**src/rtl/wwd_pkg.sv**
```systemverilog
package wwd_pkg;
  localparam int CNT_W   = 12;
  localparam int BUS_W   = 32;
  localparam int MODE_W  = 30;
  localparam int KEY_W   = 8;
  localparam int KEY_LSB = 24;
  localparam logic [KEY_W-1:0]  RESTART_KEY = 8'hA5;
  localparam logic [MODE_W-1:0] MODE_RST    = 30'h3FFF_2FFF;

  typedef enum logic [1:0] {
    REG_CTRL = 2'd0,
    REG_MODE = 2'd1,
    REG_STAT = 2'd2,
    REG_NONE = 2'd3
  } reg_sel_e;

  // Packed layout matches the mode word bit for bit (MSB first).
  typedef struct packed {
    logic             halt_idle;  // 29
    logic             halt_dbg;   // 28
    logic [CNT_W-1:0] delta;      // 27:16
    logic             dis;        // 15
    logic             proc_only;  // 14
    logic             rst_en;     // 13
    logic             irq_en;     // 12
    logic [CNT_W-1:0] reload;     // 11:0
  } mode_t;
endpackage

```
**src/rtl/wwd_prescaler.sv**
```systemverilog
module wwd_prescaler #(
  parameter int DIV = 128
) (
  input  logic clk,
  input  logic rst_n,
  input  logic slow_en,
  input  logic run,
  input  logic clr,
  output logic tick
);
  localparam int PW = (DIV > 1) ? $clog2(DIV) : 1;
  localparam logic [PW-1:0] LAST = PW'(DIV - 1);

  logic [PW-1:0] pre_q;

  always_ff @(posedge clk or negedge rst_n) begin
    if (!rst_n) begin
      pre_q <= '0;
    end else if (clr) begin
      pre_q <= '0;
    end else if (run && slow_en) begin
      pre_q <= (pre_q == LAST) ? '0 : pre_q + 1'b1;
    end
  end

  assign tick = run && slow_en && !clr && (pre_q == LAST);
endmodule

```
**src/rtl/wwd_counter.sv**
```systemverilog
module wwd_counter
  import wwd_pkg::*;
(
  input  logic             clk,
  input  logic             rst_n,
  input  logic             tick,
  input  logic             load,
  input  logic             restart_ok,
  input  logic [CNT_W-1:0] load_val,
  input  logic [CNT_W-1:0] reload,
  input  logic [CNT_W-1:0] delta,
  output logic [CNT_W-1:0] cnt_q,
  output logic             unf_evt,
  output logic             win_evt
);
  // Early restart: count still above the window bound.
  assign win_evt = restart_ok && (cnt_q > delta);
  assign unf_evt = tick && !load && (cnt_q == '0);

  always_ff @(posedge clk or negedge rst_n) begin
    if (!rst_n) begin
      cnt_q <= '1;
    end else if (load) begin
      cnt_q <= load_val;
    end else if (tick) begin
      cnt_q <= (cnt_q == '0) ? reload : cnt_q - 1'b1;
    end
  end
endmodule

```
**src/rtl/wwd_regs.sv**
```systemverilog
module wwd_regs
  import wwd_pkg::*;
(
  input  logic             clk,
  input  logic             rst_n,
  input  logic             bus_valid,
  input  logic             bus_write,
  input  logic [1:0]       bus_addr,
  input  logic [BUS_W-1:0] bus_wdata,
  input  logic             unf_evt,
  input  logic             win_evt,
  output mode_t            mode_q,
  output logic             locked_q,
  output logic             mode_wr_ok,
  output logic [CNT_W-1:0] new_reload,
  output logic             restart_req,
  output logic [1:0]       stat_q,
  output logic [BUS_W-1:0] rdata_q,
  output logic             rvalid_q
);
  reg_sel_e         sel;
  logic             wr, rd, stat_rd;
  logic [BUS_W-1:0] rd_mux;

  assign sel     = reg_sel_e'(bus_addr);
  assign wr      = bus_valid && bus_write;
  assign rd      = bus_valid && !bus_write;
  assign stat_rd = rd && (sel == REG_STAT);

  assign mode_wr_ok  = wr && (sel == REG_MODE) && !locked_q;
  assign new_reload  = bus_wdata[CNT_W-1:0];
  assign restart_req = wr && (sel == REG_CTRL) && bus_wdata[0] &&
                       (bus_wdata[KEY_LSB +: KEY_W] == RESTART_KEY);

  always_ff @(posedge clk or negedge rst_n) begin
    if (!rst_n) begin
      mode_q   <= mode_t'(MODE_RST);
      locked_q <= 1'b0;
    end else if (mode_wr_ok) begin
      mode_q   <= mode_t'(bus_wdata[MODE_W-1:0]);
      locked_q <= 1'b1;
    end
  end

  always_ff @(posedge clk or negedge rst_n) begin
    if (!rst_n) stat_q <= '0;
    else        stat_q <= (stat_rd ? 2'b00 : stat_q) | {win_evt, unf_evt};
  end

  always_comb begin
    case (sel)
      REG_MODE: rd_mux = {{(BUS_W-MODE_W){1'b0}}, mode_q};
      REG_STAT: rd_mux = {{(BUS_W-2){1'b0}}, stat_q};
      default:  rd_mux = '0;
    endcase
  end

  always_ff @(posedge clk or negedge rst_n) begin
    if (!rst_n) begin
      rdata_q  <= '0;
      rvalid_q <= 1'b0;
    end else begin
      rdata_q  <= rd ? rd_mux : '0;
      rvalid_q <= rd;
    end
  end
endmodule

```
**src/rtl/win_watchdog.sv**
```systemverilog
module win_watchdog
  import wwd_pkg::*;
#(
  parameter int PRE_DIV = 128
) (
  input  logic             clk,
  input  logic             rst_n,
  input  logic             slow_en,
  input  logic             dbg_halt,
  input  logic             idle_in,
  input  logic             bus_valid,
  input  logic             bus_write,
  input  logic [1:0]       bus_addr,
  input  logic [BUS_W-1:0] bus_wdata,
  output logic [BUS_W-1:0] bus_rdata,
  output logic             bus_rvalid,
  output logic             irq_o,
  output logic             sys_rst_req,
  output logic             cpu_rst_req
);
  mode_t            mode_q;
  logic             locked_q, mode_wr_ok, restart_req, restart_ok;
  logic [CNT_W-1:0] new_reload, load_val, cnt_q;
  logic [1:0]       stat_q;
  logic             halted, run, tick, cnt_load;
  logic             unf_evt, win_evt, fault;

  wwd_regs u_regs (
    .clk(clk), .rst_n(rst_n),
    .bus_valid(bus_valid), .bus_write(bus_write),
    .bus_addr(bus_addr), .bus_wdata(bus_wdata),
    .unf_evt(unf_evt), .win_evt(win_evt),
    .mode_q(mode_q), .locked_q(locked_q),
    .mode_wr_ok(mode_wr_ok), .new_reload(new_reload),
    .restart_req(restart_req), .stat_q(stat_q),
    .rdata_q(bus_rdata), .rvalid_q(bus_rvalid)
  );

  assign restart_ok = restart_req && !mode_q.dis;
  assign cnt_load   = mode_wr_ok || restart_ok;
  assign load_val   = mode_wr_ok ? new_reload : mode_q.reload;
  assign halted     = (dbg_halt && mode_q.halt_dbg) ||
                      (idle_in  && mode_q.halt_idle);
  assign run        = !mode_q.dis && !halted;

  wwd_prescaler #(.DIV(PRE_DIV)) u_pre (
    .clk(clk), .rst_n(rst_n), .slow_en(slow_en),
    .run(run), .clr(cnt_load), .tick(tick)
  );

  wwd_counter u_cnt (
    .clk(clk), .rst_n(rst_n), .tick(tick), .load(cnt_load),
    .restart_ok(restart_ok), .load_val(load_val),
    .reload(mode_q.reload), .delta(mode_q.delta),
    .cnt_q(cnt_q), .unf_evt(unf_evt), .win_evt(win_evt)
  );

  assign fault = unf_evt || win_evt;

  always_ff @(posedge clk or negedge rst_n) begin
    if (!rst_n) begin
      sys_rst_req <= 1'b0;
      cpu_rst_req <= 1'b0;
    end else begin
      sys_rst_req <= fault && mode_q.rst_en && !mode_q.proc_only;
      cpu_rst_req <= fault && mode_q.rst_en &&  mode_q.proc_only;
    end
  end

  assign irq_o = mode_q.irq_en && (stat_q != 2'b00);
endmodule

```
**config.mk**
```make
export PLATFORM = sky130hd
export DESIGN_NAME = win_watchdog
export DESIGN_NICKNAME = d
export VERILOG_FILES = /design/src/rtl/wwd_pkg.sv /design/src/rtl/wwd_prescaler.sv /design/src/rtl/wwd_counter.sv /design/src/rtl/wwd_regs.sv /design/src/rtl/win_watchdog.sv
export SDC_FILE = /design/constraint.sdc
export NUM_CORES = 1
export LEC_CHECK = 0
export CAP_MARGIN = 20
export CORE_MARGIN = 2
export CORE_UTILIZATION = 35
export CTS_CLUSTER_DIAMETER = 50
export DETAILED_ROUTE_END_ITERATION = 8
export DONT_BUFFER_PORTS = 1
export PLACE_DENSITY = 0.51
export SLEW_MARGIN = 5
export SYNTH_ARGS = -nofsm -noshare
export SYNTH_HDL_FRONTEND = slang
export SYNTH_SLANG_ARGS = --single-unit
```
**constraint.sdc**
```tcl
create_clock -name clk -period 4.1 [get_ports clk]
set_input_delay 0.41 -clock clk [delete_from_list [all_inputs] [get_ports clk]]
set_output_delay 0.41 -clock clk [all_outputs]
set_load 0.02 [all_outputs]
```
Word-level counts from Yosys, hierarchy flattened

Index checks and enable logic that the tools add are counted.
Widths: inputs -> output; s select.

Register bits: 87
Output and inout port bits: 36
Logic and storage cells: 70

$add $sub $neg: 2
Muxes and demuxes: 10
Magnitude comparators: 1
Equal/unequal tests: 4
Bitwise gates (word level): 1
Reductions and logical operators: 36

Operators with widths:

| cell                  | count |
|---|---|
| $pmux 30 s2           | 1 |
| $mux 12               | 4 |
| $mux 30               | 1 |
| $logic_and 1x1->1     | 22 |
| $mux 7                | 3 |
| $gt 12x12->1          | 1 |
| $logic_not 12->1      | 1 |
| $sub 12x1->12 const B | 1 |
| $eq 8x8->1 const B    | 1 |
| $add 7x1->7 const B   | 1 |
| $eq 7x7->1 const B    | 1 |
| $logic_not 1->1       | 6 |
| $reduce_bool 2->1     | 3 |
| $logic_or 1x1->1      | 3 |
| $eq 2x1->1 const B    | 1 |
| $eq 2x2->1 const B    | 1 |
| $logic_not 2->1       | 1 |
| $mux 2                | 1 |
| $or 2x2->2            | 1 |

Longest topological paths before layout

Gate-level depths: netlist (run 1).

Word-level depth: 14
Gate-level depth with buffers: 9
Depth with buffers taken out: 7

Modules after synthesis

From an unflattened synthesis (run 1), not the netlist that was laid out.

Cells, all modules: 385
Area total of the unflattened synthesis: 4553.1 um2

Modules (own cells, without submodules):

| module        | cells an instance | area an instance (um2) | seq. area each (um2) | times used |
|---|---|---|---|---|
| wwd_regs      | 165               | 2593.7                 | 1635.3               | 1 |
| wwd_counter   | 156               | 1315.0                 | 315.3                | 1 |
| wwd_prescaler | 41                | 369.1                  | 175.2                | 1 |
| win_watchdog  | 23                | 275.3                  | 50.0                 | 1 |

Worst setup path before layout (run 1)

Ideal clock, no wire load.

Path kind: reg2reg
Start: reg u_cnt.cnt_q[4]
End: reg u_cnt.cnt_q[4]
Arrival time: 2.181 ns
Path slack: 1.837 ns
Data required time: 4.018 ns
Path buffers: 1
Stages on the path, launching flop included: 7
Cell sequence: dfstp_2 > or4_4 > or4_1 > buf_2 > mux2_4 > a221oi_2 > nor2_1

Word-level cells in the longest chain between the ends: 4
Elaborated cells on any way between the ends: 5
Those cells by class: add/sub: 1; mux: 3; reduce/logical: 1

Ends and longest elaborated chain:

| item                                                     | line              | source |
|---|---|---|
| start: declaration                                       | wwd_counter.sv:12 | `output logic [CNT_W-1:0] cnt_q,` |
| start signal: assignment                                 | wwd_counter.sv:24 | `cnt_q <= load_val;` |
| start signal: assignment                                 | wwd_counter.sv:26 | `cnt_q <= (cnt_q == '0) ? reload : cnt_q - 1'b1;` |
| $sub 12x1->12 / $logic_not 12->1 (equally long branches) | wwd_counter.sv:26 |  |
| $mux 12 (*)                                              | wwd_counter.sv:26 |  |
| $mux 12 (*)                                              | wwd_counter.sv:25 | `end else if (tick) begin` |
| $mux 12 (*)                                              | wwd_counter.sv:23 | `end else if (load) begin` |

Every way passes the cells marked *; elsewhere a longest branch is shown, timed or not. The select of a mux whose other input is x is not followed.
A chain may end at the register's enable or synchronous reset.

Worst setup path in the final report (run 1)

Ends and elaborated chain as after synthesis.

==> metrics.csv, run 1 <==
stage,metric,value,unit
status,status,finished clean,
timing,fin_crit,2.633,ns
clock_tree,tritoncts,yes,
final_layout,nets,422,
timing,relSlewSlack,45.31,%
placed_design,io_buffers,0,
yosys,synth_cell_type_count,55,
floorplanning,die_area,12490,um2
yosys,synth_area_leaders,"dfrtp_1 (28%), dfstp_2 (25%), mux2_2 (8.3%)",
yosys,synth_seq_area_share,53.56,%
timing,fin_skew,0.006131,ns
global_route,grt-ovfl-total,0,
clock_tree,clk_latency,0.33,ns
critical_path,crit_path_max_fanout,14,
timing,worst_pin_slew,0.8184,ns
worst_hold_path,holdCritStartpoint,bus_wdata[13],
yosys,synth_common_cells,"dfrtp_1 (46), dfstp_2 (39), mux2_2 (30), and3_1 (29), nand2_1 (26)",
yosys,synth_top_cell_area_share,28.33,%
drt,firstDrtPassIters,4,
global_route,grt_usage,15.60,%
drt,drt_iter0_drc,154,
floorplanning,die_h,111.7,um
yosys,synth_edf_count,0,
clock_tree,cts_buffers,9,
yosys,synth_seq_cells,85,
critical_path,setup.worst_path.class,reg -> reg,
timing,finalWorstSetupSlack,1.467,ns
critical_path,regToRegSetupSlack,1.47,ns
drt,postRouteAntennaNets,0,
timing,hold_violations,0,
final_layout,synthToLayoutAreaGrowth,11.67,%
yosys,yosys_warnings,0,
timing,drv_slew,0,
global_route,grt_pass1_vias,2740,
critical_path,worst-path-buf-inv,0,
critical_path,crit_path_end_kind,flip-flop,
pwr,ir_worst_vdd,0.0003236,V
critical_path,cp.required,4.36,ns
timing,fmax,379.8,MHz
floorplanning,coreArea,11370,um2
yosys,synth_most_common_cell,dfrtp_1,
critical_path,crit_arrival,2.89,ns
floorplanning,fp-row-count,39,
flow_run,max_cap_violations,0,
floorplanning,initial_utilization,35.73,%
global_route,antenna_found_initial,0,
critical_path,cp_top_family,simple AND/OR/NAND/NOR gates,
placed_design,pre_cts_slack,1.190,ns
floorplanning,io_pins,77,
drt,drc_errors,0,
drt,drt_wl_total,9379,um
floorplanning,die_w,111.7,um
placed_design,place.gp.congestion,0.8112,
critical_path,timing.rr.start,u_cnt.cnt_q[4],
clock_tree,clockBufferDepth,2,
clock_tree,clock_sinks,85,
yosys,synth_area,4063,um2
final_layout,num_antenna_cells,0,
clock_tree,clkTransAtPathRegs,0.06,ns
pwr,p_per_area,568.8,nW/um2
placed_design,dp_hpwl,6266,um
drt,vias,2731,
global_route,grt_max_degree,86,
global_route,grt_pass1_wl,15120,um
critical_path,crit_path_start_kind,flip-flop,
yosys,synth_cells,366,
pwr,leakagePower,2.061,nW
critical_path,cp_cell_sequence,or4_4 > or4_1 > mux2_4 > a221oi_2 > nor2_1,
worst_hold_path,min_path_type,in -> reg,
drt,post_drt_wl_per_cell,18.35,um
clock_tree,cts_root_buf,clkbuf_16,
final_layout,drive_above_1_share,26.09,%
timing,setup_tns,0,ns
drt,via_per_inst,5.344,
worst_hold_path,hold_depth,1,
critical_path,reg2reg_depth,5,
yosys,yosysTopAreaCell,dfrtp_1,
timing,min_period_over_period,64.21,%
timing,setup_viol,0,
clock_tree,htreeDepth,3,
timing,rsz0062_at_grt,no,
critical_path,slowest_delay,0.81,ns
critical_path,reg2reg_to,u_cnt.cnt_q[4],
yosys,ys.flop_type,dfrtp_1,
worst_hold_path,holdPathEnd,u_regs.mode_q[13],
critical_path,worst_path_max_delay_cell,or4_1,
yosys,synthArstFlopShare,100.0,%
yosys,syn_area_per_cell,11.10,um2
-- per-stage QoR --
step | cells | hold slack, ns | area [um2] | util, % | total power (W)
floorplan | 367 | 0.1144 | 4066 | - | 0.001608
global placement | 492 | 0.1166 | 4174 | 36.71 | 0.001734
detailed placement | 492 | 0.1167 | 4174 | 36.71 | 0.001755
CTS | 510 | 0.2067 | 4509 | 39.66 | 0.002611
global route | 511 | 0.2050 | 4537 | 39.90 | 0.002743
finish | 511 | 0.2233 | 4537 | 39.90 | 0.002581
-- worst register-to-register path: stages (launching register included) --
cell and delay [ns]:
dfstp_2 0.41, or4_4 0.59, or4_1 0.81, mux2_4 0.40, a221oi_2 0.27, nor2_1 0.08
-- how the worst max path moves through the flow --
stage                              start              to  cells after the start
after floorplan           u_cnt.cnt_q[4]  u_cnt.cnt_q[4]                      6
after global placement       bus_addr[1]  u_cnt.cnt_q[9]                      8
after detailed placement     bus_addr[1]  u_cnt.cnt_q[9]                      8
after CTS                 u_cnt.cnt_q[4]  u_cnt.cnt_q[4]                      5
after global routing      u_cnt.cnt_q[4]  u_cnt.cnt_q[4]                      5
final                     u_cnt.cnt_q[4]  u_cnt.cnt_q[4]                      5
-- report_power, final --
part | internal, W | switching (W)
combinational | 0.000257 | 0.000265
clock | 0.000507 | 0.000310
sequential | 0.00107 | 0.000171
total | 0.00183 | 0.000746
-- what timing repair did --
action | CTS | global route
resized for setup | 0 | 0
buffers inserted | 0 | 0
endpoints found under the hold margin | 85 | 0
setup endpoints to repair | 0 | 0
hold buffers | 2 | 0
-- final cells by class --
| class | instances | area [um2] |
|---|---|---|
| clock buffer | 15 | 267.8 |
| clock inverter | 1 | 30.03 |
| fill | 1092 | 6833 |
| inverter | 16 | 60.06 |
| multi-input combinational | 246 | 1744 |
| sequential | 85 | 2176 |
| tap | 143 | 178.9 |
| timing repair buffer | 5 | 80.08 |
-- placed cells by master, fill, tap and decap left out, types with 9 or more instances in the layout --
| cell type | instances |
|---|---|
| dfstp_2 | 39 |
| inv_1 | 16 |
| nand3_1 | 9 |
| ha_1 | 18 |
| mux2_2 | 30 |
| a21oi_1 | 17 |
| nand2_1 | 26 |
| and3_1 | 29 |
| clkbuf_16 | 9 |
| dfrtp_1 | 46 |
| nor2_1 | 25 |
-- logic make-up after synthesis --
| family | after synthesis | synth area share (%) |
|---|---|---|
| AND/OR/NAND/NOR | 132 | 17.68 |
| flip-flops | 85 | 53.56 |
| AO/OA/AOI/OAI | 59 | 9.886 |
| buffers and inverters | 36 | 3.665 |
| multiplexers | 32 | 8.931 |
| adder cells (fa/ha/maj) | 18 | 5.544 |
| XOR/XNOR | 3 | 0.6469 |
| other | 1 | 0.09230 |
-- registers in the layout (all words and copies together) (netlist names), 2 cells and up --
name / cells
u_regs.stat_q: 2
u_cnt.cnt_q: 12
u_regs.rdata_q: 30
u_pre.pre_q: 7
u_regs.mode_q: 30
-- per-layer routing --
layer	up-vias	global-route usage (%)	wire, um
li1	1310	-	-
met1	1347	20.67	4475
met2	65	24.28	4404
met3	9	4.573	352
met4	0	5.844	146
met5	-	0	0
Power figures use the tool's default switching activity.
==> run 2, diff against run 1 <==
PLACE_DENSITY = 0.53   (was 0.51)
clock period = 2.35 ns   (was 4.1 ns; I/O delays follow)
==> metrics.csv, run 2 (same netlist as run 1, synthesis figures left out) <==
stage,metric,value,unit,change
timing,drv_slew,0,,unchanged
final_layout,nets,434,,+2.8%
drt,via_per_inst,5.296,,-0.90%
floorplanning,fp-row-count,39,,unchanged
critical_path,setup.worst_path.class,reg -> reg,,
placed_design,place.gp.congestion,0.8224,,+1.4%
global_route,antenna_found_initial,0,,unchanged
final_layout,fillers,1100,,+0.73%
status,status,finished clean,,
clock_tree,cts_buffers,9,,unchanged
timing,fmax,451.1,MHz,+19%
critical_path,crit_path_start_kind,flip-flop,,
drt,drt_iter0_drc,109,,-29%
final_layout,multi_input_area,1755,um2,+0.65%
critical_path,cp_cell_sequence,or4_4 > or4_4 > mux2_4 > a221oi_2 > nor2_1,,
final_layout,final-seq-area,2176,um2,unchanged
pwr,leakagePower,2.126,nW,+3.1%
global_route,grt-ovfl-total,0,,unchanged
timing,fin_skew,0.005200,ns,-0.0009310 ns
timing,relSlewSlack,65.18,%,+20 points
final_layout,reg.largest.list,"u_regs.mode_q (30), u_regs.rdata_q (30), u_cnt.cnt_q (12)",,
timing,setup_viol,0,,unchanged
clock_tree,tritoncts,yes,,
pwr,power,0.004681,W,+81%
timing,fin_crit,2.217,ns,-0.4159 ns
pwr,power_frac_comb,20.4,%,+0.2 points
floorplanning,initial_utilization,35.73,%,unchanged
critical_path,slowest_delay,0.56,ns,-0.25 ns
floorplanning,die_area,12490,um2,unchanged
critical_path,crit_arrival,2.48,ns,-0.41 ns
final_layout,mostFrequentLayoutCells,"dfrtp_1 (46), dfstp_2 (39), mux2_2 (30)",,
clock_tree,clkTransAtPathRegs,0.06,ns,about the same
critical_path,crit_top_cell,or4_4,,
clock_tree,clock_sinks,85,,unchanged
pwr,clockPowerShare,33.5,%,+1.8 points
global_route,grt_pass1_wl,15590,um,+3.1%
timing,min_period_over_period,94.33,%,+30 points
placed_design,io_buffers,0,,unchanged
drt,drt_wl_total,9688,um,+3.3%
clock_tree,clk_latency,0.34,ns,about the same
worst_hold_path,min_path_type,in -> reg,,
pwr,power_switching,0.001355,W,+82%
pwr,switching_share,28.95,%,about the same
drt,drc_errors,0,,unchanged
clock_tree,htreeDepth,3,,unchanged
final_layout,num_antenna_cells,0,,unchanged
floorplanning,die_w,111.7,um,unchanged
flow_run,max_cap_violations,0,,unchanged
final_layout,drive_above_1_share,30.00,%,+3.9 points
critical_path,cp.required,2.61,ns,-1.75 ns
floorplanning,io_pins,77,,unchanged
drt,post_drt_wl_per_cell,18.52,um,+0.92%
timing,worst_pin_slew,0.5200,ns,-0.2984 ns
placed_design,placed_cells,505,,+2.6%
global_route,grt_usage,16.19,%,+0.59 points
final_layout,instances_no_fill,523,,+2.3%
global_route,grt_pass1_vias,2922,,+6.6%
timing,hold_violations,0,,unchanged
final_layout,final_common_cell,dfrtp_1,,
timing,rsz0062_at_grt,no,,
clock_tree,clockBufferDepth,2,,unchanged
pwr,p_per_area,1005,nW/um2,+77%
timing,setup_tns,0,ns,unchanged
global_route,grt_max_degree,86,,unchanged
drt,postRouteAntennaNets,0,,unchanged
drt,vias,2770,,+1.4%
clock_tree,cts_root_buf,clkbuf_16,,
floorplanning,die_h,111.7,um,unchanged
pwr,seq_power_share,46.1,%,-2.0 points
drt,firstDrtPassIters,4,,unchanged
floorplanning,coreArea,11370,um2,unchanged
critical_path,crit_path_max_fanout,5,,-9
critical_path,worst_path_max_delay_cell,or4_4,,
final_layout,synthToLayoutAreaGrowth,14.60,%,
placed_design,dp_hpwl,6683,um,+6.7%
critical_path,crit_path_end_kind,flip-flop,,
pwr,internal_power,0.003326,W,+81%
pwr,ir_worst_vdd,0.0006522,V,+100%
clock_tree,cts_setup_buffers,0,,unchanged
## run 2: changes by cell type in the layout (fill, tap and decap cells not counted), sizes merged
cell	change
clkbuf	-4
clkinvlp	+3
bufinv	+1
buf	+12
## run 2: cell type report
| cell class | count | share of cell area [%] |
|---|---|---|
| sequential | 85 | 46.73 |
| multi-input combinational | 246 | 37.70 |
| clock buffer | 11 | 5.429 |
| tap | 143 | 3.843 |
| timing repair buffer | 17 | 3.225 |
| clock inverter | 5 | 1.774 |
| inverter | 16 | 1.290 |
## run 2: layer usage
metal / global-route usage, % / vias up / routed length (um)
li1: - / 1320 / -
met1: 21.01 / 1368 / 4492
met2: 25.25 / 71 / 4536
met3: 5.171 / 11 / 507
met4: 6.337 / 0 / 151
met5: 0 / - / 0
## run 2: stage by stage
step           area [um2]  setup slack (ns)  hold WS [ns]  utilization [%]
2_1_floorplan        4066           0.08724      -0.06059                -
3_3_place_gp         4272            0.1341      -0.05870            37.57
3_5_place_dp         4272           0.08734      -0.05875            37.57
4_1_cts              4644           0.07299       0.02838            40.85
5_1_grt              4656           0.01100       0.02066            40.95
6_report             4656            0.1332       0.04306            40.95
## run 2: repair_timing
| action | 4_1_cts | 5_1_grt |
|---|---|---|
| hold endpoints to repair | 85 | 0 |
| hold buffers | 2 | 0 |
| setup endpoints to repair | 0 | 3 |
| resized for setup | 0 | 2 |
## run 2: critical path, delay by kind of cell (launching register included)
kind | cells | cell delay, ns
mux | 1 | 0.32
simple gates | 3 | 1.16
flops | 1 | 0.39
compound gates | 1 | 0.27
## run 2: final timing paths
kind	start	endpoint	slack [ns]	cells past startpoint
max in group asynchronous	rst_n	u_regs.mode_q[7]	1.49	2
min in group asynchronous	rst_n	sys_rst_req	0.47	2
worst max register to register	u_cnt.cnt_q[5]	u_cnt.cnt_q[4]	0.13	5
worst max-delay path	u_cnt.cnt_q[5]	u_cnt.cnt_q[4]	0.13	5
worst min-delay path	bus_wdata[16]	u_regs.mode_q[16]	0.04	1
worst min register to register	u_regs.locked_q	u_regs.locked_q	0.47	1
## run 2: power by group through the flow
stage	registers, W	logic [W]	clock network [W]
after detailed placement	0.00218	0.000917	0
after global routing	0.00220	0.00109	0.00167
final	0.00216	0.000955	0.00157
after floorplan	0.00208	0.000729	0
after global placement	0.00217	0.000889	0
after CTS	0.00216	0.000959	0.00162
